### config.mk
export PLATFORM = sky130hd
export DESIGN_NAME = nsr_decoder
export DESIGN_NICKNAME = d
export VERILOG_FILES = /design/src/rtl/nsr_pkg.sv /design/src/rtl/nsr_cmd_parse.sv /design/src/rtl/nsr_addr_data.sv /design/src/rtl/nsr_regfile.sv /design/src/rtl/nsr_rdout.sv /design/src/rtl/nsr_decoder.sv
export SDC_FILE = /design/constraint.sdc
export NUM_CORES = 1
export LEC_CHECK = 0
export BUFFER_PORTS_ARGS = -buffer_cell sky130_fd_sc_hd__buf_2
export CORE_ASPECT_RATIO = 1.5
export CORE_MARGIN = 8
export CORE_UTILIZATION = 45
export DETAILED_ROUTE_END_ITERATION = 10
export SLEW_MARGIN = 20
export SYNTH_ARGS = -nofsm -noshare
export SYNTH_HDL_FRONTEND = slang
export SYNTH_HIERARCHICAL = 1
export SYNTH_SLANG_ARGS = --single-unit
### constraint.sdc
create_clock -name clk -period 6.7 [get_ports clk]
set_input_delay 0.67 -clock clk [delete_from_list [all_inputs] [get_ports clk]]
set_output_delay 0.67 -clock clk [all_outputs]
set_load 0.03 [all_outputs]
### src/rtl/nsr_pkg.sv
package nsr_pkg;

  typedef enum logic [3:0] {
    OP_ADDR_LO   = 4'h0,
    OP_ADDR_HI   = 4'h1,
    OP_DATA_LO   = 4'h2,
    OP_DATA_WR   = 4'h3,
    OP_READ      = 4'h4,
    OP_READ_NEXT = 4'h5
  } nsr_op_e;

  typedef struct packed {
    logic addr_lo;
    logic addr_hi;
    logic data_lo;
    logic wr;
    logic rd;
    logic rd_next;
  } nsr_strb_t;

endpackage

### src/rtl/nsr_cmd_parse.sv
module nsr_cmd_parse
  import nsr_pkg::*;
#(
  parameter int NIB_W = 4
) (
  input  logic               cmd_fire,
  input  logic [2*NIB_W-1:0] cmd_data,
  output nsr_strb_t          strb,
  output logic [NIB_W-1:0]   nib
);

  logic [NIB_W-1:0] op_field;

  assign op_field = cmd_data[2*NIB_W-1:NIB_W];
  assign nib      = cmd_data[NIB_W-1:0];

  always_comb begin
    strb = '0;
    if (cmd_fire) begin
      case (op_field)
        NIB_W'(OP_ADDR_LO):   strb.addr_lo = 1'b1;
        NIB_W'(OP_ADDR_HI):   strb.addr_hi = 1'b1;
        NIB_W'(OP_DATA_LO):   strb.data_lo = 1'b1;
        NIB_W'(OP_DATA_WR):   strb.wr      = 1'b1;
        NIB_W'(OP_READ):      strb.rd      = 1'b1;
        NIB_W'(OP_READ_NEXT): strb.rd_next = 1'b1;
        default:              strb = '0;
      endcase
    end
  end

endmodule

### src/rtl/nsr_addr_data.sv
module nsr_addr_data
  import nsr_pkg::*;
#(
  parameter int NIB_W = 4
) (
  input  logic               clk,
  input  logic               rst_n,
  input  logic               cmd_fire,
  input  nsr_strb_t          strb,
  input  logic [NIB_W-1:0]   nib,
  output logic [2*NIB_W-1:0] addr_q,
  output logic [2*NIB_W-1:0] wdata
);

  localparam int ADDR_W = 2 * NIB_W;

  logic [NIB_W-1:0]  lo_q, lo_d;
  logic [ADDR_W-1:0] addr_d;
  logic              addr_en, lo_en;

  assign wdata = {nib, lo_q};

  always_comb begin
    addr_d  = addr_q;
    addr_en = 1'b0;
    if (strb.addr_lo) begin
      addr_d  = {addr_q[ADDR_W-1:NIB_W], nib};
      addr_en = 1'b1;
    end else if (strb.addr_hi) begin
      addr_d  = {nib, addr_q[NIB_W-1:0]};
      addr_en = 1'b1;
    end else if (strb.wr || strb.rd_next) begin
      addr_d  = addr_q + {{(ADDR_W-1){1'b0}}, 1'b1};
      addr_en = 1'b1;
    end
    lo_en = strb.data_lo;
    lo_d  = nib;
  end

  always_ff @(posedge clk or negedge rst_n) begin
    if (!rst_n) begin
      addr_q <= '0;
      lo_q   <= '0;
    end else begin
      if (addr_en) addr_q <= addr_d;
      if (lo_en)   lo_q   <= lo_d;
    end
  end

  assert_ignored_stable_R8 : assert property (@(posedge clk) disable iff (!rst_n)
    (cmd_fire && (strb == '0)) |=> ($stable(addr_q) && $stable(lo_q)));

  assert_read_next_step_R6 : assert property (@(posedge clk) disable iff (!rst_n)
    strb.rd_next |=> (addr_q == $past(addr_q) + {{(ADDR_W-1){1'b0}}, 1'b1}));

  assert_plain_read_keeps_R5 : assert property (@(posedge clk) disable iff (!rst_n)
    strb.rd |=> $stable(addr_q));

endmodule

### src/rtl/nsr_regfile.sv
module nsr_regfile #(
  parameter int DEPTH  = 16,
  parameter int DATA_W = 8
) (
  input  logic                     clk,
  input  logic                     rst_n,
  input  logic                     wr_en,
  input  logic [$clog2(DEPTH)-1:0] wr_idx,
  input  logic [DATA_W-1:0]        wr_data,
  input  logic [$clog2(DEPTH)-1:0] rd_idx,
  output logic [DATA_W-1:0]        rd_data
);

  logic [DEPTH*DATA_W-1:0] mem_flat;

  for (genvar g = 0; g < DEPTH; g++) begin : g_ent
    logic              ent_en;
    logic [DATA_W-1:0] ent_q;
    assign ent_en = wr_en && (wr_idx == g[$clog2(DEPTH)-1:0]);
    always_ff @(posedge clk or negedge rst_n) begin
      if (!rst_n)      ent_q <= '0;
      else if (ent_en) ent_q <= wr_data;
    end
    assign mem_flat[g*DATA_W +: DATA_W] = ent_q;
  end

  assign rd_data = mem_flat[rd_idx*DATA_W +: DATA_W];

  assert_no_write_hold_R3 : assert property (@(posedge clk) disable iff (!rst_n)
    !wr_en |=> $stable(mem_flat));

endmodule

### src/rtl/nsr_rdout.sv
module nsr_rdout #(
  parameter int DATA_W = 8
) (
  input  logic              clk,
  input  logic              rst_n,
  input  logic              load,
  input  logic [DATA_W-1:0] load_data,
  input  logic              rd_ready,
  output logic              rd_valid,
  output logic [DATA_W-1:0] rd_data,
  output logic              take_ok
);

  logic              valid_d;
  logic [DATA_W-1:0] data_d;
  logic              data_en;

  assign take_ok = !rd_valid || rd_ready;

  always_comb begin
    valid_d = rd_valid;
    data_en = 1'b0;
    data_d  = load_data;
    if (load) begin
      valid_d = 1'b1;
      data_en = 1'b1;
    end else if (rd_ready) begin
      valid_d = 1'b0;
    end
  end

  always_ff @(posedge clk or negedge rst_n) begin
    if (!rst_n) begin
      rd_valid <= 1'b0;
      rd_data  <= '0;
    end else begin
      rd_valid <= valid_d;
      if (data_en) rd_data <= data_d;
    end
  end

  assert_stall_hold_R9 : assert property (@(posedge clk) disable iff (!rst_n)
    (rd_valid && !rd_ready) |=> (rd_valid && $stable(rd_data)));

  assert_load_shows_R5 : assert property (@(posedge clk) disable iff (!rst_n)
    load |=> rd_valid);

  assert_no_bubble_R10 : assert property (@(posedge clk) disable iff (!rst_n)
    (rd_valid && rd_ready && load) |=> rd_valid);

endmodule

### src/rtl/nsr_decoder.sv
module nsr_decoder
  import nsr_pkg::*;
#(
  parameter int NIB_W     = 4,
  parameter int REG_DEPTH = 16
) (
  input  logic               clk,
  input  logic               rst_n,
  input  logic               cmd_valid,
  input  logic [2*NIB_W-1:0] cmd_data,
  output logic               cmd_ready,
  output logic               rd_valid,
  output logic [2*NIB_W-1:0] rd_data,
  input  logic               rd_ready
);

  localparam int BYTE_W = 2 * NIB_W;
  localparam int IDX_W  = $clog2(REG_DEPTH);

  logic              cmd_fire;
  nsr_strb_t         strb;
  logic [NIB_W-1:0]  nib;
  logic [BYTE_W-1:0] addr_q;
  logic [BYTE_W-1:0] wdata;
  logic [BYTE_W-1:0] reg_rd;

  assign cmd_fire = cmd_valid && cmd_ready;

  nsr_cmd_parse #(.NIB_W(NIB_W)) u_parse (
    .cmd_fire (cmd_fire),
    .cmd_data (cmd_data),
    .strb     (strb),
    .nib      (nib)
  );

  nsr_addr_data #(.NIB_W(NIB_W)) u_addr (
    .clk      (clk),
    .rst_n    (rst_n),
    .cmd_fire (cmd_fire),
    .strb     (strb),
    .nib      (nib),
    .addr_q   (addr_q),
    .wdata    (wdata)
  );

  nsr_regfile #(.DEPTH(REG_DEPTH), .DATA_W(BYTE_W)) u_regs (
    .clk     (clk),
    .rst_n   (rst_n),
    .wr_en   (strb.wr),
    .wr_idx  (addr_q[IDX_W-1:0]),
    .wr_data (wdata),
    .rd_idx  (addr_q[IDX_W-1:0]),
    .rd_data (reg_rd)
  );

  nsr_rdout #(.DATA_W(BYTE_W)) u_out (
    .clk       (clk),
    .rst_n     (rst_n),
    .load      (strb.rd || strb.rd_next),
    .load_data (reg_rd),
    .rd_ready  (rd_ready),
    .rd_valid  (rd_valid),
    .rd_data   (rd_data),
    .take_ok   (cmd_ready)
  );

  assert_stall_blocks_R9 : assert property (@(posedge clk) disable iff (!rst_n)
    (rd_valid && !rd_ready) |-> !cmd_ready);

endmodule

# [Word level (Yosys, flattened, before mapping)]
# Cells that the tools add are included.
[word_totals] reg_bits=149 input_bits=12 out_inout_bits=10 elab_cells=89
[classes] addsub=1 n_eq_ne=21 n_shift=1 muxes=16 n_bitwise=1 reduce_logical=28
[op_table] op="indexed part select 128 x 8 -> 8 bit" n=1
[op_table] op="equality test 4 bit, second input constant" n=8
[op_table] op="equality test 4 x 3 -> 1 bit, second input constant" n=6
[op_table] op="logical AND 1 bit" n=17
[op_table] op="equality test 4 x 2 -> 1 bit, second input constant" n=4
[op_table] op="two-way mux 8 bit" n=2
[op_table] op="two-way mux 1 bit" n=12
[op_table] op="adder 8 x 1 -> 8 bit, second input constant" n=1
[op_table] op="equality test 4 x 1 -> 1 bit, second input constant" n=2
[op_table] op="logical NOT 4 bit" n=2
[op_table] op="two-way mux 6 bit" n=1
[op_table] op="AND reduction 3 bit" n=2
[op_table] op="nonzero test 2 bit" n=3
[op_table] op="two-way mux 4 bit" n=1
[op_table] op="logical OR 1 bit" n=3
[op_table] op="!= test 2 x 1 -> 1 bit, second input constant" n=1
[op_table] op="logical NOT 1 bit" n=1
[op_table] op="inverter 1 bit" n=1

# [Logic depth before layout (Yosys ltp)]
[logic_depth] ltp_word=9 depth_mapped=8 ltp_nobuf=8

# [Cells and area by module]
# Netlist, hierarchy kept.
[modules_own_cells] mod="nsr_regfile" n_inst=1 cells_per_inst=364 area_each_um2=5800.6 seq_area_each_um2=3203.1
[modules_own_cells] mod="nsr_addr_data" n_inst=1 cells_per_inst=68 area_each_um2=681.9 seq_area_each_um2=300.3
[modules_own_cells] mod="nsr_rdout" n_inst=1 cells_per_inst=20 area_each_um2=369.1 seq_area_each_um2=225.2
[modules_own_cells] mod="nsr_cmd_parse" n_inst=1 cells_per_inst=15 area_each_um2=90.1 seq_area_each_um2=0.0
[modules_own_cells] mod="nsr_decoder" n_inst=1 cells_per_inst=2 area_each_um2=12.5 seq_area_each_um2=0.0

# [Worst setup path after synthesis]
# No wires, ideal clock.
[synth_timing] kind="input -> register" startpoint="input rd_ready" endpoint="register u_regs.g_ent[3].ent_q[0]" setup_ps=125 t_arrival_ps=3183 required_ps=6575 slack_ps=3392 stages=8 n_path_buf=1 cell_sequence="nand2b_1 and2_1 or3b_4 nor3_1 nor3b_1 and3_1 buf_4 mux2_2"
[synth_rtl] item="from (decl)" line="nsr_decoder.sv:14" source="input logic rd_ready"
[synth_rtl] item="to (signal assigned)" line="nsr_regfile.sv:22" source="else if (ent_en) ent_q <= wr_data;"
[synth_rtl] item="to (decl)" line="nsr_regfile.sv:18" source="logic [DATA_W-1:0] ent_q;"

==> out/results.tsv <==
metric	value	unit
share of cells above drive strength 1	53.07	%
Clock Pin Slew Worst Setup and Hold Paths	0.06	ns
largest net degree at the start of global routing	92	
post-synthesis cell count	435	
Remaining DRCs	0	
Root Buffer	clkbuf_16	
routed vias	3617	
reg-to-reg critical path startpoint	u_out/rd_valid	
gr ovfl total	0	
final setup violation count	0	
Area growth, synth to finish	12.21	%
cell count of the worst reg-to-reg path	7	
setup TNS	0	ns
Max Freq	0.3154	GHz
Final #Nets	457	
# port buffers	21	
register area	3630	sq um
Fin Hold WS	0.2167	ns
Die X	115.4	um
area of the multi-input gates	2848	sq um
max cap viols	0	
final wirelength	14260	um
Hold Crit Class	in2async	
CTS sink count	145	
Worst EP required	6.99	ns
Max Root-Sink Buffers	2	
crit path max fanout	8	
drt pass-1 iters	4	
Syn Area/Cell	15.34	sq um
global-route wire length before repair	23120	um
Placed Area	6868	sq um
Crit Path Class	reg2reg	
TritonCTS clock tree	built	
Placeable Area	14530	sq um
clk_skew	0.006979	ns
Clock Latency Late Sink	0.40	ns
RSZ-0062 raised after global routing	false	
Die Ht	165.1	um
min Tclk post-route	3.170	ns
H-Tree Level Count	4	
Rel. slew slack	34.35	%
FP Rows	54	
initial antenna violation count	0	
CTS Hold Buffers Added	0	
IO Pins	22	
ANT cells	0	
Die ar.	19060	sq um
CTS buffer count	17	
design area	7487	sq um
# resized after CTS	0	
GPL Wtd Cong	0.7368	
ANT nets after route	0	
starting density of the core	45.93	%
leakage power of the design	3.571	nW
post-CTS setup buffers	0	
syn_nets	448	
total track usage	16.48	%
final max-slew violation count	0	
Setup crit start kind	flop	
Hold Fails Final Rpt	0	
vias in the first global route	4014	
commonest non-fill, non-tap cells in the layout	dfrtp_1, mux2_2, mux4_2, buf_2, clkbuf_16	
Tcrit/Tclk final	47.32	%
Netlist Area Pre-Place	6673	sq um
worst-margin pin slew	0.9848	ns
Pwr Density	355.4	nW/um^2
commonest non-fill, non-tap cell in the layout	dfrtp_1	
Worst R2R Setup Slack	3.53	ns
drt wl/cell	21.87	um
via/cell ratio	5.548	
critical path arrival	3.46	ns
Yosys warning count	6	
r2r endpoint	u_regs/g_ent[3].ent_q[1]	
crit end category	flop	
peak supply drop	147.0	uV
status	completed	
DP HPWL	9431	um
Initial DRC Count	230	
# fillers	1237	
## flip-flops by register name, summed over array words and instances (netlist names)
register / count
u_out/rd_valid: 1
u_regs/g_ent.ent_q: 128
u_addr/lo_q: 4
u_addr/addr_q: 4
u_out/rd_data: 8
## stage by stage
step | cells | utilization, % | power [mW] | setup slack (ns)
4_1_cts | 652 | 51.52 | 2.693 | 3.556
5_1_grt | 652 | 51.54 | 2.789 | 3.319
2_1_floorplan | 435 | - | 1.538 | 3.447
6_report | 652 | 51.54 | 2.661 | 3.530
3_3_place_gp | 621 | 47.28 | 1.687 | 3.259
3_5_place_dp | 621 | 47.28 | 1.704 | 3.154
## metal layers
metal	part of all wire [%]	track usage, %	wire length, um
met4	2.4	7.558	344
met1	41	19.38	5845
met2	54	28.44	7698
met5	0	0	0
met3	2.6	3.131	370
## report_power, final
part,internal [mW],switching (mW)
Combinational,0.269,0.251
Sequential,1.00,0.156
Clock,0.621,0.362
## worst max-delay path by stage
stage	from	to	cells past startpoint
floorplan	rd_ready	u_regs/g_ent[3].ent_q[0]	8
global placement	rd_ready	u_regs/g_ent[3].ent_q[6]	8
detailed placement	rd_ready	u_regs/g_ent[3].ent_q[1]	8
CTS	u_out/rd_valid	u_regs/g_ent[3].ent_q[1]	7
global route	u_out/rd_valid	u_regs/g_ent[2].ent_q[0]	7
finish	u_out/rd_valid	u_regs/g_ent[3].ent_q[1]	7
## critical path, cell delays in order (launching register included)
cell and delay [ns]:
dfrtp_1 0.37, nand2b_1 0.11, and2_1 0.15, or3b_4 0.40, nor3_1 0.57, nor3b_1 0.59
and3_1 0.48, mux2_2 0.39
## final cells by class
class / instances / area share (%)
multi-input combinational: 253 / 38.03
clock inverter: 14 / 2.540
tap: 196 / 3.275
inverter: 3 / 0.1504
timing repair buffer: 24 / 1.838
clock buffer: 17 / 5.682
sequential: 145 / 48.48
(Power assumes the default switching activity.)
